### src/rtl/mbox_pkg.sv
package mbox_pkg;
  localparam int STAT_IRQ_BIT  = 0;
  localparam int STAT_FULL_BIT = 1;

  typedef struct packed {
    logic cp_wr;
    logic hs_wr;
    logic cp_rd;
    logic hs_rd;
  } grant_t;

  // Fixed-priority pick between two requesters for one slot: {second, first}.
  function automatic logic [1:0] pick2(input logic first_req, input logic second_req,
                                       input logic slot_ok);
    logic [1:0] r;
    r[0] = slot_ok & first_req;
    r[1] = slot_ok & second_req & ~first_req;
    return r;
  endfunction
endpackage

### src/rtl/mbox_arbiter.sv
module mbox_arbiter
  import mbox_pkg::*;
(
  input  logic   clk,
  input  logic   rst_n,
  input  logic   full,
  input  logic   cp_wr_req,
  input  logic   hs_wr_req,
  input  logic   cp_rd_req,
  input  logic   hs_rd_req,
  output grant_t grant
);
  logic [1:0] wr_pick, rd_pick;

  always_comb begin
    wr_pick = pick2(cp_wr_req, hs_wr_req, ~full);
    rd_pick = pick2(cp_rd_req, hs_rd_req, full);
    grant.cp_wr = wr_pick[0];
    grant.hs_wr = wr_pick[1];
    grant.cp_rd = rd_pick[0];
    grant.hs_rd = rd_pick[1];
  end

  assert_one_access_R7: assert property (@(posedge clk) disable iff (!rst_n)
    $onehot0({grant.cp_wr, grant.hs_wr, grant.cp_rd, grant.hs_rd}));

  assert_cp_write_first_R7: assert property (@(posedge clk) disable iff (!rst_n)
    (cp_wr_req && hs_wr_req && !full) |-> (grant.cp_wr && !grant.hs_wr));
endmodule

### src/rtl/mbox_store.sv
module mbox_store #(
  parameter int DATA_W = 8
) (
  input  logic              clk,
  input  logic              rst_n,
  input  logic              wr_en,
  input  logic              wr_from_hs,
  input  logic [DATA_W-1:0] cp_wdata,
  input  logic [DATA_W-1:0] hs_wdata,
  input  logic              rd_en,
  output logic              full,
  output logic [DATA_W-1:0] data
);
  always_ff @(posedge clk or negedge rst_n) begin
    if (!rst_n) begin
      full <= 1'b0;
      data <= '0;
    end else if (wr_en) begin
      full <= 1'b1;
      data <= wr_from_hs ? hs_wdata : cp_wdata;
    end else if (rd_en) begin
      full <= 1'b0;
    end
  end

  assert_no_overwrite_R4: assert property (@(posedge clk) disable iff (!rst_n)
    wr_en |-> !full);

  assert_no_empty_read_R5: assert property (@(posedge clk) disable iff (!rst_n)
    rd_en |-> full);

  assert_byte_held_R4: assert property (@(posedge clk) disable iff (!rst_n)
    (full && !wr_en) |=> $stable(data));

  assert_fill_after_write_R2: assert property (@(posedge clk) disable iff (!rst_n)
    wr_en |=> full);

  assert_drain_after_read_R3: assert property (@(posedge clk) disable iff (!rst_n)
    rd_en |=> !full);
endmodule

### src/rtl/mbox_irq.sv
module mbox_irq (
  input  logic clk,
  input  logic rst_n,
  input  logic raise,
  input  logic drop,
  output logic irq
);
  always_ff @(posedge clk or negedge rst_n) begin
    if (!rst_n)     irq <= 1'b0;
    else if (raise) irq <= 1'b1;
    else if (drop)  irq <= 1'b0;
  end

  assert_raise_sets_R8: assert property (@(posedge clk) disable iff (!rst_n)
    raise |=> irq);

  assert_drop_clears_R8: assert property (@(posedge clk) disable iff (!rst_n)
    (drop && !raise) |=> !irq);
endmodule

### src/rtl/byte_mailbox.sv
module byte_mailbox
  import mbox_pkg::*;
#(
  parameter int DATA_W = 8
) (
  input  logic              clk,
  input  logic              rst_n,
  input  logic              cp_sel,
  input  logic              cp_rd,
  input  logic              cp_wr,
  input  logic              cp_addr,
  input  logic [DATA_W-1:0] cp_wdata,
  output logic [DATA_W-1:0] cp_rdata,
  output logic              cp_wait,
  input  logic              hs_sel,
  input  logic              hs_rd,
  input  logic              hs_wr,
  input  logic              hs_addr,
  input  logic [DATA_W-1:0] hs_wdata,
  output logic [DATA_W-1:0] hs_rdata,
  output logic              hs_wait,
  output logic              host_irq
);
  // Named internal events for the checks.
  logic cp_wr_req, hs_wr_req, cp_rd_req, hs_rd_req;
  logic irq_raise, irq_drop, stat_rd;
  logic full;
  logic [DATA_W-1:0] held;
  grant_t grant;
  logic [DATA_W-1:0] status_word;

  assign cp_wr_req = cp_sel & cp_wr & ~cp_addr;
  assign cp_rd_req = cp_sel & cp_rd & ~cp_wr & ~cp_addr;
  assign hs_wr_req = hs_sel & hs_wr & ~hs_addr;
  assign hs_rd_req = hs_sel & hs_rd & ~hs_wr & ~hs_addr;
  assign irq_raise = cp_sel & cp_wr & cp_addr;
  assign irq_drop  = hs_sel & hs_wr & hs_addr;
  assign stat_rd   = hs_sel & hs_rd & ~hs_wr & hs_addr;

  mbox_arbiter u_arb (
    .clk(clk), .rst_n(rst_n), .full(full),
    .cp_wr_req(cp_wr_req), .hs_wr_req(hs_wr_req),
    .cp_rd_req(cp_rd_req), .hs_rd_req(hs_rd_req),
    .grant(grant)
  );

  mbox_store #(.DATA_W(DATA_W)) u_store (
    .clk(clk), .rst_n(rst_n),
    .wr_en(grant.cp_wr | grant.hs_wr), .wr_from_hs(grant.hs_wr),
    .cp_wdata(cp_wdata), .hs_wdata(hs_wdata),
    .rd_en(grant.cp_rd | grant.hs_rd),
    .full(full), .data(held)
  );

  mbox_irq u_irq (
    .clk(clk), .rst_n(rst_n), .raise(irq_raise), .drop(irq_drop), .irq(host_irq)
  );

  always_comb begin
    status_word = '0;
    status_word[STAT_IRQ_BIT]  = host_irq;
    status_word[STAT_FULL_BIT] = full;
  end

  assign cp_wait  = (cp_wr_req & ~grant.cp_wr) | (cp_rd_req & ~grant.cp_rd);
  assign hs_wait  = (hs_wr_req & ~grant.hs_wr) | (hs_rd_req & ~grant.hs_rd);
  assign cp_rdata = grant.cp_rd ? held : '0;
  assign hs_rdata = stat_rd ? status_word : (grant.hs_rd ? held : '0);

  assert_stall_write_full_R4: assert property (@(posedge clk) disable iff (!rst_n)
    (cp_wr_req && full) |-> cp_wait);

  assert_stall_read_empty_R5: assert property (@(posedge clk) disable iff (!rst_n)
    (hs_rd_req && !full) |-> hs_wait);

  assert_status_no_stall_R9: assert property (@(posedge clk) disable iff (!rst_n)
    stat_rd |-> !hs_wait);

  assert_status_keeps_full_R9: assert property (@(posedge clk) disable iff (!rst_n)
    (stat_rd && !cp_sel) |=> $stable(full));
endmodule

### config.mk
export PLATFORM = sky130hd
export DESIGN_NAME = byte_mailbox
export DESIGN_NICKNAME = d
export VERILOG_FILES = /design/src/rtl/mbox_pkg.sv /design/src/rtl/mbox_arbiter.sv /design/src/rtl/mbox_store.sv /design/src/rtl/mbox_irq.sv /design/src/rtl/byte_mailbox.sv
export SDC_FILE = /design/constraint.sdc
export NUM_CORES = 1
export LEC_CHECK = 0
export BUFFER_PORTS_ARGS = -buffer_cell sky130_fd_sc_hd__buf_2
export CAP_MARGIN = 20
export CELL_PAD_IN_SITES_DETAIL_PLACEMENT = 1
export CELL_PAD_IN_SITES_GLOBAL_PLACEMENT = 2
export CORE_MARGIN = 2
export CORE_UTILIZATION = 24
export DETAILED_ROUTE_END_ITERATION = 7
export GPL_TIMING_DRIVEN = 0
export PLACE_DENSITY_LB_ADDON = 0.1
export SLEW_MARGIN = 20
export SYNTH_ARGS = -nofsm -noshare
export SYNTH_HDL_FRONTEND = slang
export SYNTH_SLANG_ARGS = --single-unit
export TNS_END_PERCENT = 30
### constraint.sdc
create_clock -name clk -period 1.15 [get_ports clk]
set_input_delay 0.115 -clock clk [delete_from_list [all_inputs] [get_ports clk]]
set_output_delay 0.115 -clock clk [all_outputs]
set_load 0.05 [all_outputs]
==> flow_metrics.tcl <==
set metrics [dict create \
    timing.final.setup_violations 26 \
    p_per_area_nw_per_um2 1222 \
    worst_ir_drop_vdd_v 0.0002779 \
    crit_fanout 5 \
    grt_pass1_wl_um 4050 \
    relSlewSlack_pct 78.68 \
    worst_skew_ns 0.003452 \
    run_status "complete, but fails checks" \
    antenna_found_initial 0 \
    detailedRoute.firstPassIterationCount 4 \
    synth_edf_count 0 \
    p_leak_uw 0.0006601 \
    initial_cell_density_of_the_core_pct 25.81 \
    clock_pin_slew_reported_for_the_worst_setup_and_hold_paths_after_clock_tree_synthesis_ns 0.06 \
    finalCritPeriodShare_pct 127.1 \
    critical-path-slowest-cell "sky130_fd_sc_hd__dfrtp_2" \
    grtUsageTotal_pct 14.45 \
    worst_path_largest_cell_delay_ns 0.44 \
    synth_sequential_area_ratio_pct 31.25 \
    share_comb_of_total_power_pct 45.5 \
    critical_path.top_delay_family "flip-flops" \
    synthesis.instances 77 \
    first_iter_violations 15 \
    chipWidth_um 61.76 \
    core_region_area_um2 3103 \
    achievable-frequency_ghz 0.6843 \
    total_power_uw 1613 \
    crit_path_required_time_ns 1.03 \
    cts.htree.levels 1 \
    gp_congestion 0.7748 \
    floorplan.rows 20 \
    postLayoutSetupSlackWorst_ns -0.3113 \
    failed_checks "setup timing" \
    io_pins 45 \
    synth_most_common_cell "sky130_fd_sc_hd__dfrtp_1" \
    sum_of_net_half_perimeters_after_detailed_placement_um 1932 \
    cp_data_arrival_time_ns 1.35 \
    clock-sinks 10 \
    die_area_um2 3814 \
    share_of_synthesized_registers_carrying_an_async_set_or_reset_pct 100.0 \
    drc 0 \
    timing.max_cap.violations 0 \
    timing.critical_path.cells "buf_4 > a211o_1 > o21ai_2 > buf_6" \
    areaGrowthSynthToFinish_pct 64.84 \
    antenna_left 0 \
    synth.distinct_cells 25 \
    netSwitchingFraction_pct 37.74 \
    num_antenna_cells 0 \
    holdCritPathClass "in2reg" \
    final_core_utilization_pct 42.54 \
    numCtsBuffers 3 \
    synth_area_um2 800.8 \
    timing_worst_slew_pin_value_ns 0.3198 \
    setup.worst_path.end_class "output pin" \
    setup_repair_after_global_routing_missed_its_margin "yes" \
    clockPowerShare_pct 13.7 \
    layout.nets 158 \
    clock_root_buffer_master "sky130_fd_sc_hd__clkbuf_4" \
    setup.worst_path.start_class "flip-flop" \
    crit_type "reg2out" \
    grt_pass1_vias 839 \
    grt_max_degree 11 \
    totalNegativeSetupSlack_ns -4.894 \
    clk-insertion-delay-late_ns 0.26 \
    drt_wl_total_um 2407 \
    yosys-top-cells-area "sky130_fd_sc_hd__dfrtp_1 31%, sky130_fd_sc_hd__and4b_1 10%, sky130_fd_sc_hd__mux2i_1 10%" \
    dp_cells 165 \
    cts.path.max_buffers 2 \
    filler_cell_count 370 \
    postSynthAreaPerCell_um2 10.40 \
    synth-seq-cells 10 \
    ys_warn_count 0 \
    netlist.area_leader.share_pct 31.25 \
    remaining_global_route_overflow 0 \
    layout-drive-gt1-share_pct 56.92 \
    syn_nets 103 \
    io_buffer_count 44 \
    seq_power_share_pct 40.8 \
    routed_wire_length_per_instance_um 13.83 \
    synth_common_cells "10 x sky130_fd_sc_hd__dfrtp_1, 8 x sky130_fd_sc_hd__and3_2, 8 x sky130_fd_sc_hd__and4b_1, 8 x sky130_fd_sc_hd__mux2i_1, 8 x sky130_fd_sc_hd__o2bb2ai_1" \
    power.internal_uw 1004 \
    routed-via-count 813 \
    worst-path-buf-inv 2 \
    stdcell_count 174 \
    cts_tree "built" \
    whs_ns 0.1578 \
    multi_input_area_um2 551.8 \
    ys_dominant_reg_cell "sky130_fd_sc_hd__dfrtp_1" \
    post_synth_top_area_cell "sky130_fd_sc_hd__dfrtp_1" \
    number_of_hold_violations_in_the_final_report 0 \
    power.net_switching_uw 608.6 \
    final-seq-area_um2 251.5 \
    route.detailed.vias_per_inst 4.672 \
    die_h_um 61.76 \
    layout_min_cycle_time_ns 1.461 \
    report.final.slew_viol_count 0 \
]
-- stage by stage --
| stage | worst slack (ns) | instance area, um2 |
|---|---|---|
| finish | -0.3113 | 1320 |
| CTS | -0.3347 | 1309 |
| global placement | -0.4082 | 1124 |
| floorplan | -0.1955 | 848.3 |
| detailed placement | -0.4450 | 1124 |
| global route | -0.3952 | 1320 |
-- flip-flops by register name (all words and copies together) (netlist names) --
| name | cells |
|---|---|
| u_store.data | 8 |
| u_irq.irq | 1 |
| u_store.full | 1 |
-- cell type report --
cell class,instances,area share (%)
Tap cell,44,4.171
Clock buffer,3,1.706
Multi-Input combinational cell,60,41.80
Timing Repair Buffer,50,28.82
Sequential cell,10,19.05
Buffer,7,4.455
-- worst min-delay path, delay by kind of cell --
family	cells	cell delay, ns
buf+inv	1	0.07
mux	1	0.05
compound gates	1	0.13
-- kinds of logic (layout without fill, tap and decap cells) --
kind of cell	after synthesis	count (layout)	share of synthesized area, %
AO/OA/AOI/OAI	16	16	15.47
buffers and inverters	7	60	5.625
flip-flops	10	10	31.25
multiplexers	8	8	10.00
AND/OR/NAND/NOR	36	36	37.66
-- cells in the final DEF (no fill, tap or decap) --
| master | count |
|---|---|
| sky130_fd_sc_hd__nand3b_1 | 3 |
| sky130_fd_sc_hd__o2bb2ai_1 | 8 |
| sky130_fd_sc_hd__a21o_1 | 1 |
| sky130_fd_sc_hd__a21oi_2 | 1 |
| sky130_fd_sc_hd__buf_4 | 7 |
| sky130_fd_sc_hd__a211o_1 | 1 |
| sky130_fd_sc_hd__nand2_1 | 2 |
| sky130_fd_sc_hd__and4bb_4 | 1 |
| sky130_fd_sc_hd__clkbuf_4 | 4 |
| sky130_fd_sc_hd__nor3b_4 | 2 |
| sky130_fd_sc_hd__nor2b_1 | 1 |
| sky130_fd_sc_hd__and4b_1 | 8 |
| sky130_fd_sc_hd__a32o_1 | 1 |
| sky130_fd_sc_hd__a21oi_1 | 1 |
| sky130_fd_sc_hd__dfrtp_2 | 1 |
| sky130_fd_sc_hd__and3_2 | 8 |
| sky130_fd_sc_hd__o211ai_1 | 1 |
| sky130_fd_sc_hd__nand3_1 | 1 |
| sky130_fd_sc_hd__clkbuf_8 | 1 |
| sky130_fd_sc_hd__clkbuf_1 | 1 |
| sky130_fd_sc_hd__buf_6 | 18 |
| sky130_fd_sc_hd__nand4b_1 | 1 |
| sky130_fd_sc_hd__and2_1 | 6 |
| sky130_fd_sc_hd__buf_2 | 26 |
| sky130_fd_sc_hd__o21ai_2 | 1 |
| sky130_fd_sc_hd__buf_1 | 1 |
| sky130_fd_sc_hd__mux2i_1 | 8 |
| sky130_fd_sc_hd__nor3b_2 | 1 |
| sky130_fd_sc_hd__a21oi_4 | 1 |
| sky130_fd_sc_hd__dlygate4sd3_1 | 1 |
| sky130_fd_sc_hd__nor4b_4 | 1 |
| sky130_fd_sc_hd__dfrtp_1 | 9 |
| sky130_fd_sc_hd__nand4bb_1 | 1 |
| sky130_fd_sc_hd__buf_8 | 1 |
-- power groups by stage --
stage               logic, uW  clock network [uW]  registers [uW]
floorplan                 465                   0             624
global placement          610                   0             657
detailed placement        629                   0             668
CTS                       713                 231             667
global route              804                 245             692
finish                    733                 221             659
-- final timing paths --
path	startpoint	cells after the start	endpoint	slack, ns
max	u_store.full	4	hs_wait	-0.31
min	cp_wdata[2]	3	u_store.data[2]	0.16
max reg2reg	u_store.full	5	u_store.data[4]	-0.10
min reg2reg	u_store.data[7]	1	u_store.data[7]	0.51
max in group asynchronous	rst_n	2	u_store.full	0.72
min in group asynchronous	rst_n	2	u_store.data[6]	0.24
-- timing repair --
item | in CTS | in global routing
pin swaps | 4 | 3
gates resized for setup | 40 | 1
setup buffers | 4 | 1
hold buffers | 1 | 0
endpoints found under the setup margin | 19 | 26
endpoints found under the hold margin | 10 | 0
-- routing by layer --
layer	global-route usage (%)	part of all wire [%]	vias up	routed length [um]
li1	-	-	414	-
met5	0	0	-	0
met1	20.38	48	358	1165
met3	1.863	5.3	5	128
met2	22.11	44	36	1067
met4	6.383	1.9	0	46
Note: power is estimated with default switching activity, not from simulation.
